## src/rtl/xreg_pkg.sv

```systemverilog
package xreg_pkg;
   typedef enum logic [0:0] {
      XS_IDLE = 1'b0,
      XS_XFER = 1'b1
   } xs_state_t;
endpackage

```

## src/rtl/xreg_claim.sv

```systemverilog
module xreg_claim #(
   parameter int ADDR_W    = 3,
   parameter int RSVD_BASE = 4,
   parameter bit RSVD_EN   = 1'b1
) (
   input  logic [ADDR_W-1:0] addr,
   input  logic              periph_on,
   output logic              hit
);
   localparam logic [ADDR_W-1:0] BASE_V = RSVD_BASE[ADDR_W-1:0];

   if (RSVD_BASE < 0 || RSVD_BASE >= (1 << ADDR_W)) begin : g_bad_base
      $error("xreg_claim: RSVD_BASE outside the address space");
   end

   generate
      if (RSVD_EN) begin : g_claim
         assign hit = periph_on && (addr >= BASE_V);
      end else begin : g_noclaim
         logic unused_in;
         assign unused_in = ^{addr, periph_on};
         assign hit = 1'b0;
      end
   endgenerate
endmodule

```

## src/rtl/xreg_wait.sv

```systemverilog
module xreg_wait #(
   parameter int WAIT_CYCLES = 1
) (
   input  logic clk,
   input  logic rst_n,
   input  logic start,
   input  logic wait_en,
   output logic pend
);
   localparam int CW = (WAIT_CYCLES < 1) ? 1 : $clog2(WAIT_CYCLES + 1);
   localparam logic [CW-1:0] LOAD_V = CW'(WAIT_CYCLES);

   if (WAIT_CYCLES < 1) begin : g_bad_wait
      $error("xreg_wait: WAIT_CYCLES must be at least one");
   end

   logic [CW-1:0] cnt_q;

   always_ff @(posedge clk) begin
      if (!rst_n) begin
         cnt_q <= '0;
      end else if (start) begin
         cnt_q <= wait_en ? LOAD_V : '0;
      end else if (cnt_q != '0) begin
         cnt_q <= cnt_q - 1'b1;
      end
   end

   assign pend = (cnt_q != '0);


   wait_drain_chk: assert property (@(posedge clk) disable iff (!rst_n)
      (pend && !start) |=> (cnt_q == $past(cnt_q) - 1'b1));
endmodule

```

## src/rtl/xreg_bus_if.sv

```systemverilog
module xreg_bus_if #(
   parameter int DATA_W      = 16,
   parameter int ADDR_W      = 3,
   parameter int RSVD_BASE   = 4,
   parameter bit RSVD_EN     = 1'b1,
   parameter int WAIT_CYCLES = 1
) (
   input  logic              clk,
   input  logic              rst_n,
   input  logic              req_valid,
   input  logic              req_write,
   input  logic [ADDR_W-1:0] req_addr,
   input  logic [DATA_W-1:0] req_wdata,
   output logic [DATA_W-1:0] rd_data,
   output logic              done,
   input  logic              wait_en,
   input  logic              codec_en,
   input  logic              timer_en,
   input  logic [DATA_W-1:0] bus_in,
   output logic [DATA_W-1:0] bus_out,
   output logic              bus_oe,
   output logic              dir_n,
   output logic [ADDR_W-1:0] ext_addr,
   output logic              strobe_n,
   input  logic              ready
);
   import xreg_pkg::*;

   if (DATA_W < 1) begin : g_bad_data
      $error("xreg_bus_if: DATA_W must be positive");
   end
   if (ADDR_W < 1) begin : g_bad_addr
      $error("xreg_bus_if: ADDR_W must be positive");
   end

   xs_state_t         st_q;
   logic              claim_hit;
   logic              wait_pend;
   logic              start_ext;
   logic              finish;
   logic              wr_q;
   logic              oe_q;
   logic              dir_n_q;
   logic              stb_n_q;
   logic              done_q;
   logic [ADDR_W-1:0] addr_q;
   logic [DATA_W-1:0] wdata_q;
   logic [DATA_W-1:0] rd_q;

   xreg_claim #(
      .ADDR_W    (ADDR_W),
      .RSVD_BASE (RSVD_BASE),
      .RSVD_EN   (RSVD_EN)
   ) u_claim (
      .addr      (req_addr),
      .periph_on (codec_en | timer_en),
      .hit       (claim_hit)
   );

   assign start_ext = (st_q == XS_IDLE) && req_valid && !claim_hit;
   assign finish    = (st_q == XS_XFER) && !wait_pend && ready;

   xreg_wait #(
      .WAIT_CYCLES (WAIT_CYCLES)
   ) u_wait (
      .clk     (clk),
      .rst_n   (rst_n),
      .start   (start_ext),
      .wait_en (wait_en),
      .pend    (wait_pend)
   );

   always_ff @(posedge clk) begin
      if (!rst_n) begin
         st_q    <= XS_IDLE;
         wr_q    <= 1'b0;
         oe_q    <= 1'b0;
         dir_n_q <= 1'b1;
         stb_n_q <= 1'b1;
         done_q  <= 1'b0;
         addr_q  <= '0;
         wdata_q <= '0;
         rd_q    <= '0;
      end else begin
         done_q <= 1'b0;
         unique case (st_q)
            XS_IDLE: begin
               if (req_valid && claim_hit) begin
                  done_q <= 1'b1;
               end else if (start_ext) begin
                  st_q    <= XS_XFER;
                  wr_q    <= req_write;
                  oe_q    <= req_write;
                  dir_n_q <= ~req_write;
                  stb_n_q <= 1'b0;
                  addr_q  <= req_addr;
                  wdata_q <= req_wdata;
               end
            end
            XS_XFER: begin
               if (finish) begin
                  st_q    <= XS_IDLE;
                  oe_q    <= 1'b0;
                  dir_n_q <= 1'b1;
                  stb_n_q <= 1'b1;
                  done_q  <= 1'b1;
                  if (!wr_q) begin
                     rd_q <= bus_in;
                  end
               end
            end
            default: st_q <= XS_IDLE;
         endcase
      end
   end

   assign rd_data  = rd_q;
   assign done     = done_q;
   assign bus_out  = wdata_q;
   assign bus_oe   = oe_q;
   assign dir_n    = dir_n_q;
   assign ext_addr = addr_q;
   assign strobe_n = stb_n_q;


   oe_dir_chk: assert property (@(posedge clk) disable iff (!rst_n)
      bus_oe |-> (!dir_n && !strobe_n));


   addr_hold_chk: assert property (@(posedge clk) disable iff (!rst_n)
      (!strobe_n && $past(!strobe_n)) |-> ($stable(ext_addr) && $stable(bus_out)));


   done_pulse_chk: assert property (@(posedge clk) disable iff (!rst_n)
      done |=> !done);


   stretch_chk: assert property (@(posedge clk) disable iff (!rst_n)
      (!strobe_n && !ready) |=> (!strobe_n && !done));


   wait_hold_chk: assert property (@(posedge clk) disable iff (!rst_n)
      (!strobe_n && wait_pend) |=> !strobe_n);


   claim_chk: assert property (@(posedge clk) disable iff (!rst_n)
      (st_q == XS_IDLE && req_valid && claim_hit) |=> (strobe_n && done && $stable(rd_data)));


   busy_ignore_chk: assert property (@(posedge clk) disable iff (!rst_n)
      (!strobe_n && req_valid) |=> $stable(ext_addr));
endmodule

```

## config.mk

```make
export PLATFORM = sky130hd
export DESIGN_NAME = xreg_bus_if
export DESIGN_NICKNAME = d
export VERILOG_FILES = /design/src/rtl/xreg_pkg.sv /design/src/rtl/xreg_claim.sv /design/src/rtl/xreg_wait.sv /design/src/rtl/xreg_bus_if.sv
export SDC_FILE = /design/constraint.sdc
export NUM_CORES = 1
export LEC_CHECK = 0
export CAP_MARGIN = 10
export CORE_ASPECT_RATIO = 0.6
export CORE_UTILIZATION = 40
export DETAILED_ROUTE_END_ITERATION = 8
export PLACE_DENSITY = 0.8
export SKIP_CTS_REPAIR_TIMING = 1
export SKIP_LAST_GASP = 1
export SLEW_MARGIN = 25
export SYNTH_ARGS = -nofsm -noshare
export SYNTH_HDL_FRONTEND = slang
export SYNTH_SLANG_ARGS = --single-unit
```

## constraint.sdc

```tcl
create_clock -name clk -period 2.1 [get_ports clk]
set_input_delay 0.42 -clock clk [delete_from_list [all_inputs] [get_ports clk]]
set_output_delay 0.42 -clock clk [all_outputs]
set_load 0.1 [all_outputs]
```

* Yosys cells after proc, flatten, opt, wreduce, memory -nomap -nowiden
Index checks and enable logic that the tools add are counted.
** Storage, ports and cells
- Flip-flop bits (word level) :: 42
- Input bits :: 43
- Output and inout port bits :: 39
- Word-level logic and storage cells :: 52
** Cells by class
- Add/sub/neg operators :: 1
- Magnitude comparators :: 1
- Eq/ne operators :: 3
- Muxes and demuxes :: 21
- Bitwise gates (word level) :: 5
- Reductions and logical operators :: 11
** Operator list (count)
- $mux W1 :: 16
- $pmux W1 S2 :: 5
- $reduce_and A3 Y1 :: 3
- $logic_and A1 B1 Y1 :: 6
- $ne A2 B2 Y1 const B :: 2
- $not A1 Y1 :: 4
- $ge A3 B3 Y1 const B :: 1
- $logic_not A1 Y1 :: 2
- $ne A2 B1 Y1 const B :: 1
- $or A1 B1 Y1 :: 1
- $sub A1 B1 Y1 const B :: 1

* Depth between registers and ports, before layout
Gate-level depths: netlist (run 1).
- Depth after elaboration :: 7
- Mapped depth :: 5
- Depth with buffers taken out :: 3

* Hierarchy
From an unflattened synthesis (run 1), not the netlist that was laid out.
** Unflattened totals
- Cells, all modules :: 181
- Area, all modules :: 1655.3 um^2
** By module, submodules not included
- xreg_bus_if :: times used 1, cells an instance 178, area each 1622.8 um^2, sequential area each 820.8 um^2
- xreg_wait :: times used 1, cells an instance 2, area each 26.3 um^2, sequential area each 20.0 um^2
- xreg_claim :: times used 1, cells an instance 1, area each 6.3 um^2, sequential area each 0.0 um^2

* Worst setup path before layout (run 1)
OpenSTA, ideal clock, no wires.
- Path kind :: reg2out
- Start :: register addr_q[2] (netlist: ext_addr[2])
- End :: output port ext_addr[2]
- Arrival time :: 0.925 ns
- Required time :: 1.680 ns
- Setup slack :: 0.755 ns
- Stages on the path, launching flop included :: 1
- Buffers on the path :: 0
- Cell sequence :: dfxtp_1
** RTL lines
- start: declaration :: line xreg_bus_if.sv:46 : logic [ADDR_W-1:0] addr_q;
- start signal: assignment :: line xreg_bus_if.sv:96 : addr_q <= req_addr;
- end: declaration :: line xreg_bus_if.sv:23 : output logic [ADDR_W-1:0] ext_addr,
No word-level cell between the ends.

* Final worst setup path (run 1)
- Start :: input port req_addr[2]
- End :: register addr_q[2] (netlist: ext_addr[2])
** On the way
- Word-level cells in the longest chain between the ends :: 5
- Elaborated cells between the ends (all ways) :: 7
** Ends and longest elaborated chain
- start: declaration :: line xreg_bus_if.sv:12 : input logic [ADDR_W-1:0] req_addr,
- $ge A3 B3 Y1 :: line xreg_claim.sv:18 : assign hit = periph_on && (addr >= BASE_V);
- $logic_and A1 B1 Y1 :: line xreg_claim.sv:18
- $logic_not A1 Y1 or $logic_and A1 B1 Y1 (tied branches) :: line xreg_bus_if.sv:60, xreg_bus_if.sv:88
- $logic_and A1 B1 Y1 or $not A1 Y1 (tied branches)
- $reduce_and A3 Y1 (no line)
Several ways; a longest one is shown, not always the timed one.
A chain may end at the register's enable or synchronous reset.

==> out/qor.yml, run 1 <==
status: "finished with violations"
violations: "design-rule violations"
wl_per_cell_um: 12.2
hpwlAfterDp_mm: 2.56
regArea_sq_um: 841
chipWidth_um: 83.9
clock-root-buffer: "clkbuf_8"
end_kind: "flop"
drtIter0Drc: 43
first_pass_iters: 6
max_freq_mhz: 700
cap_violations: 0
chipHeight_um: 51.2
yosysWarnings: 0
syn_inst: 179
area_growth_pct: 54.0
crit_fanout: 10
min-delay-start: "rst_n"
finalSetupViolCount: 0
period_share: 0.680
insertion_delay_ns: 0.29
ios: 82
antenna_found_initial: 0
fin_nets: 300
num_vias: 1446
r2r_cells: 4
grt_max_degree: 73
cts_tree: "built"
worst-slew-pin-transition_ns: 0.376
crit_arrival_ns: 1.61
final_area_sq_um: 2480
numPortBuffers: 81
grtUsageTotal: 0.183
r2r_setup_slack_ns: 0.96
holdCritPathClass: "in2reg"
cellLeakagePower_nw: 1.07
fin_tns_setup_ns: 0
grt_pass1_wl_mm: 6.07
min_period_ns: 1.43
grt_pass1_vias: 1354
setup.worst_path.end: "ext_addr[2]"
clock-sinks: 42
grt_setup_unrepaired: "false"
final-hold-violation-count: 0
finalMaxSlewViolations: 0
num_antenna_cells: 0
startpoint_type: "input port"
seq_area_frac_synth: 0.522
grt_overflow: 0
drc: 11
syn-mean-instance-area_sq_um: 9.00
placed_cell_area_sq_um: 2340
reg2reg_from: "st_q"
clk_pin_slew_ns: 0.07
yosys.area.top_type: "dfxtp_1"
required_ns: 2.28
synth_top_area_frac: 0.522
crit_type: "in2reg"
maxSlewHeadroom: 0.747
reg2reg_to: "ext_addr[2]"
ys_ff_latch: 42
syn_area_sq_um: 1610
cts_inserted_buffers: 5
coreArea_sq_um: 3760
drive_above_1_share: 0.217
netlist_top_cells_area: "dfxtp_1 52%, nand2_1 13%, mux2i_1 11%"
utilization: 0.659
cts_buffer_depth: 2
start_util: 0.428
rows: 17
via_per_inst: 4.74
ir_drop_v: 0.000401
ant_nets: 0
h-tree-depth: 2
fillCellCount: 325
drt-total-wl_mm: 3.73
fin_skew_ns: 0.00759
gp_congestion: 0.701
critPathLaunch: "req_addr[2]"
die_area_sq_um: 4300
synth_cell_types: 25
powerDensity_nw_per_um2: 881
multi_input_area_sq_um: 684
synthesis.nets: 222
-- worst min-delay path by stage --
stage	endpoint	slack (ns)	cells past startpoint
6_report	ext_addr[2]	0.45	2
3_5_place_dp	bus_out[9]	0.45	2
5_1_grt	ext_addr[2]	0.45	2
2_1_floorplan	wr_q	0.45	1
3_3_place_gp	bus_out[7]	0.44	2
4_1_cts	ext_addr[2]	0.44	2
-- sequential cells by signal (all words and copies together), names as in the netlist --
register / count
ext_addr: 3
done: 1
wr_q: 1
bus_oe: 1
u_wait.pend: 1
rd_data: 16
dir_n: 1
st_q: 1
strobe_n: 1
bus_out: 16
-- cell type report --
class	instances	share of cell area
sequential	42	0.339
timing repair buffer	85	0.303
multi-input combinational	122	0.276
inverter	1	0.00151
tap	47	0.0237
clock inverter	2	0.0242
clock buffer	6	0.0333
-- per-layer routing --
metal | up-vias | wire length [um] | track usage
li1 | 754 | - | -
met4 | 0 | 13 | 0.0431
met3 | 2 | 414 | 0.0872
met5 | - | 0 | 0
met2 | 58 | 1510 | 0.284
met1 | 632 | 1800 | 0.231
-- cells in the mapped netlist --
| cell | n |
|---|---|
| a21boi_0 | 1 |
| a31o_2 | 1 |
| a41o_1 | 1 |
| a41oi_1 | 1 |
| and2_1 | 1 |
| and3_1 | 1 |
| buf_2 | 5 |
| buf_4 | 2 |
| buf_6 | 2 |
| clkbuf_1 | 4 |
| clkbuf_2 | 1 |
| dfxtp_1 | 42 |
| inv_1 | 1 |
| mux2i_1 | 18 |
| nand2_1 | 54 |
| nand2b_1 | 1 |
| nand2b_4 | 1 |
| nand3_1 | 17 |
| nand3b_1 | 1 |
| nand4bb_1 | 1 |
| nor2_4 | 1 |
| nor3_1 | 1 |
| o21a_1 | 1 |
| o21ai_0 | 19 |
| o221a_2 | 1 |
-- cells by family after synthesis --
group | count (synthesis) | share of synthesized area
AOI/OAI and AO/OA | 25 | 0.0924
buffers and inverters | 15 | 0.0536
DFF | 42 | 0.522
muxes | 18 | 0.112
and+or+nand+nor | 79 | 0.220
-- power by group --
group	switching, mW	leakage, nW	internal, mW
Clock	0.265	0.0714	0.507
Combinational	0.386	0.655	0.166
Sequential	0.0243	0.343	0.839
Total	0.675	1.07	1.51
-- cells in the final DEF, fill, tap and decap left out --
cell / count
buf_4: 42
nand3b_1: 1
a31o_2: 1
a41oi_1: 1
a21boi_0: 1
nand2b_1: 1
dfxtp_1: 42
nor2_4: 1
o221a_2: 1
nand3_1: 17
nor3_1: 1
buf_12: 1
clkdlybuf4s50_1: 41
nand2_1: 54
and2_1: 1
nand4bb_1: 1
nand2b_4: 1
o21ai_0: 19
clkbuf_8: 6
mux2i_1: 18
a41o_1: 1
inv_1: 1
bufinv_16: 2
buf_2: 1
o21a_1: 1
and3_1: 1
-- critical path, stage by stage --
cell and delay (ns):
clkdlybuf4s50_1 0.50, o21a_1 0.21, nor2_4 0.05, buf_4 0.18
o221a_2 0.25
-- metrics by stage --
stage                     std cells  hold WS, ns  power, mW  worst slack (ns)
after floorplan                 179        0.454       1.27             0.755
after global placement          297        0.443       1.43             0.373
after detailed placement        297        0.450       1.43             0.377
after CTS                       305        0.445       2.21             0.678
after global routing            305        0.448       2.27             0.623
final                           305        0.454       2.19             0.672
No activity file was read; power rests on OpenSTA's default activity.
==> inputs of run 2 (changes only) <==
--- a/config.mk
+++ b/config.mk
@@ -7,9 +7,9 @@
 export LEC_CHECK = 0
 export CAP_MARGIN = 10
 export CORE_ASPECT_RATIO = 0.6
-export CORE_UTILIZATION = 40
+export CORE_UTILIZATION = 35
 export DETAILED_ROUTE_END_ITERATION = 8
-export PLACE_DENSITY = 0.8
+export PLACE_DENSITY = 0.75
 export SKIP_CTS_REPAIR_TIMING = 1
 export SKIP_LAST_GASP = 1
 export SLEW_MARGIN = 25
==> constraint.sdc (replaced) <==
create_clock -name clk -period 1.21 [get_ports clk]
set_input_delay 0.242 -clock clk [delete_from_list [all_inputs] [get_ports clk]]
set_output_delay 0.242 -clock clk [all_outputs]
set_load 0.1 [all_outputs]
==> run 2 against run 1 <==
  * Routed wire length is 7.4% higher
  * Combinational power rose by 110%
  * Global-route usage fell by 1.8 points
  * Flip-flop and latch count did not move
  * Die area increased by 14%
  * The flow now finishes without violations
  * Core utilization rose by 6.8 points
  * Sequential power up 78%
  * Largest power group unchanged
  * Clock power rose by 17%
==> out/qor.yml, run 2 (synthesized netlist as in run 1, its figures left out) <==
status: "complete, no violations"
p_sw_frac: 0.331
crit_type: "reg2reg"
power_switching_mw: 1.20
cap_violations: 0
drc: 0
drt-total-wl_mm: 4.01
clock-root-buffer: "clkbuf_8"
ant_nets: 0
crit_fanout: 5
h-tree-depth: 2
fillCellCount: 298
ios: 82
chipHeight_um: 54.6
crit_arrival_ns: 1.35
chipWidth_um: 89.6
die_area_sq_um: 4890
rows: 18
grt_setup_unrepaired: "false"
reg2reg_from: "st_q"
period_share: 0.948
coreArea_sq_um: 4260
clock-sinks: 42
cts_tree: "built"
fin_nets: 306
combPwrFrac: 0.326
num_vias: 1505
final-hold-violation-count: 0
first_pass_iters: 4
ir_drop_v: 0.000834
final_area_sq_um: 3090
layout_common_cells: "54 x nand2_1, 43 x buf_12, 39 x dfxtp_2"
grt_pass1_wl_mm: 5.89
crit_slowest_cell: "dfxtp_2"
holdCritPathClass: "in2reg"
insertion_delay_ns: 0.28
min-delay-start: "rst_n"
grt_max_degree: 54
internal_power_mw: 2.43
hpwlAfterDp_mm: 2.89
max_freq_mhz: 872
antenna_found_initial: 0
wl_per_cell_um: 12.4
gp_congestion: 0.738
clk_pin_slew_ns: 0.08
drtIter0Drc: 26
startpoint_type: "flop"
end_kind: "flop"
start_util: 0.379
critPathLaunch: "st_q"
min_period_ns: 1.15
cts_buffer_depth: 2
placed_cell_area_sq_um: 2950
fin_ws_ns: 0.0635
required_ns: 1.42
grt_pass1_vias: 1366
powerDensity_nw_per_um2: 1170
num_antenna_cells: 0
via_per_inst: 4.65
finalSetupViolCount: 0
fin_skew_ns: 0.00448
dp_slack_ns: -0.352
grtUsageTotal: 0.165
maxSlewHeadroom: 0.766
area_growth_pct: 92.0
mostFrequentLayoutCell: "nand2_1"
cp_slowest_stage_delay_ns: 0.32
crit_path_cell_trace: "nand2b_4 > nor2_4 > clkbuf_16 > mux2i_1"
cellLeakagePower_nw: 1.27
pwr-share-seq: 0.425
finalMaxSlewViolations: 0
cts_inserted_buffers: 5
p_clk_frac: 0.249
worst-slew-pin-transition_ns: 0.348
drive_above_1_share: 0.383
numPortBuffers: 81
grt_overflow: 0
[run 2: changes by cell type in the layout (fill, tap and decap cells not counted), sizes merged]
cell	change
buf	+5
dlymetal6s2s	+4
bufinv	-2
clkinv	+1
clkbuf	+2
clkdlybuf4s50	-4
[run 2: final cells by class]
| class | count | area, sq um | share of cell area |
|---|---|---|---|
| timing repair buffer | 91 | 1350 | 0.436 |
| sequential | 42 | 890 | 0.288 |
| inverter | 1 | 3.75 | 0.00121 |
| multi-input combinational | 122 | 686 | 0.222 |
| tap | 60 | 75.1 | 0.0243 |
| clock inverter | 1 | 5.00 | 0.00162 |
| clock buffer | 7 | 86.3 | 0.0279 |
[run 2: per-layer routing]
layer	vias up	share of wire	global-route usage
met2	62	0.44	0.274
met5	-	0	0
li1	769	-	-
met4	0	0.0037	0.0397
met3	2	0.12	0.0980
met1	672	0.44	0.184
[run 2: worst paths after layout]
check                endpoint  slack, ns  cells after the start
setup / recovery   bus_out[5]       0.06                      4
hold reg to reg   bus_out[13]       0.48                      2
hold / removal    bus_out[10]       0.29                      3
setup reg to reg   bus_out[5]       0.06                      4
[run 2: worst max-delay path: cells and delay by family, from the launching register on]
kind                   cells  cell delay, ns
AND/OR/NAND/NOR            2            0.39
flip-flops                 1            0.32
buffers and inverters      1            0.20
multiplexers               1            0.17
[run 2: per-stage QoR]
stage / power [mW] / util / setup TNS (ns) / std cells / hold WS, ns
detailed placement: 2.74 / 0.693 / -10.11 / 313 / 0.470
CTS: 3.65 / 0.715 / -0.701 / 321 / 0.288
global placement: 2.73 / 0.693 / -9.39 / 313 / 0.462
global route: 3.78 / 0.727 / 0 / 324 / 0.293
floorplan: 2.23 / - / 0 / 179 / 0.374
finish: 3.63 / 0.727 / 0 / 324 / 0.291
[run 2: power by group through the flow]
stage | registers [mW] | logic, mW | clock network [mW]
6_report | 1.54 | 1.18 | 0.904
5_1_grt | 1.55 | 1.23 | 0.990
4_1_cts | 1.55 | 1.17 | 0.935
3_5_place_dp | 1.58 | 1.17 | 0
3_3_place_gp | 1.58 | 1.15 | 0
2_1_floorplan | 2.03 | 0.194 | 0
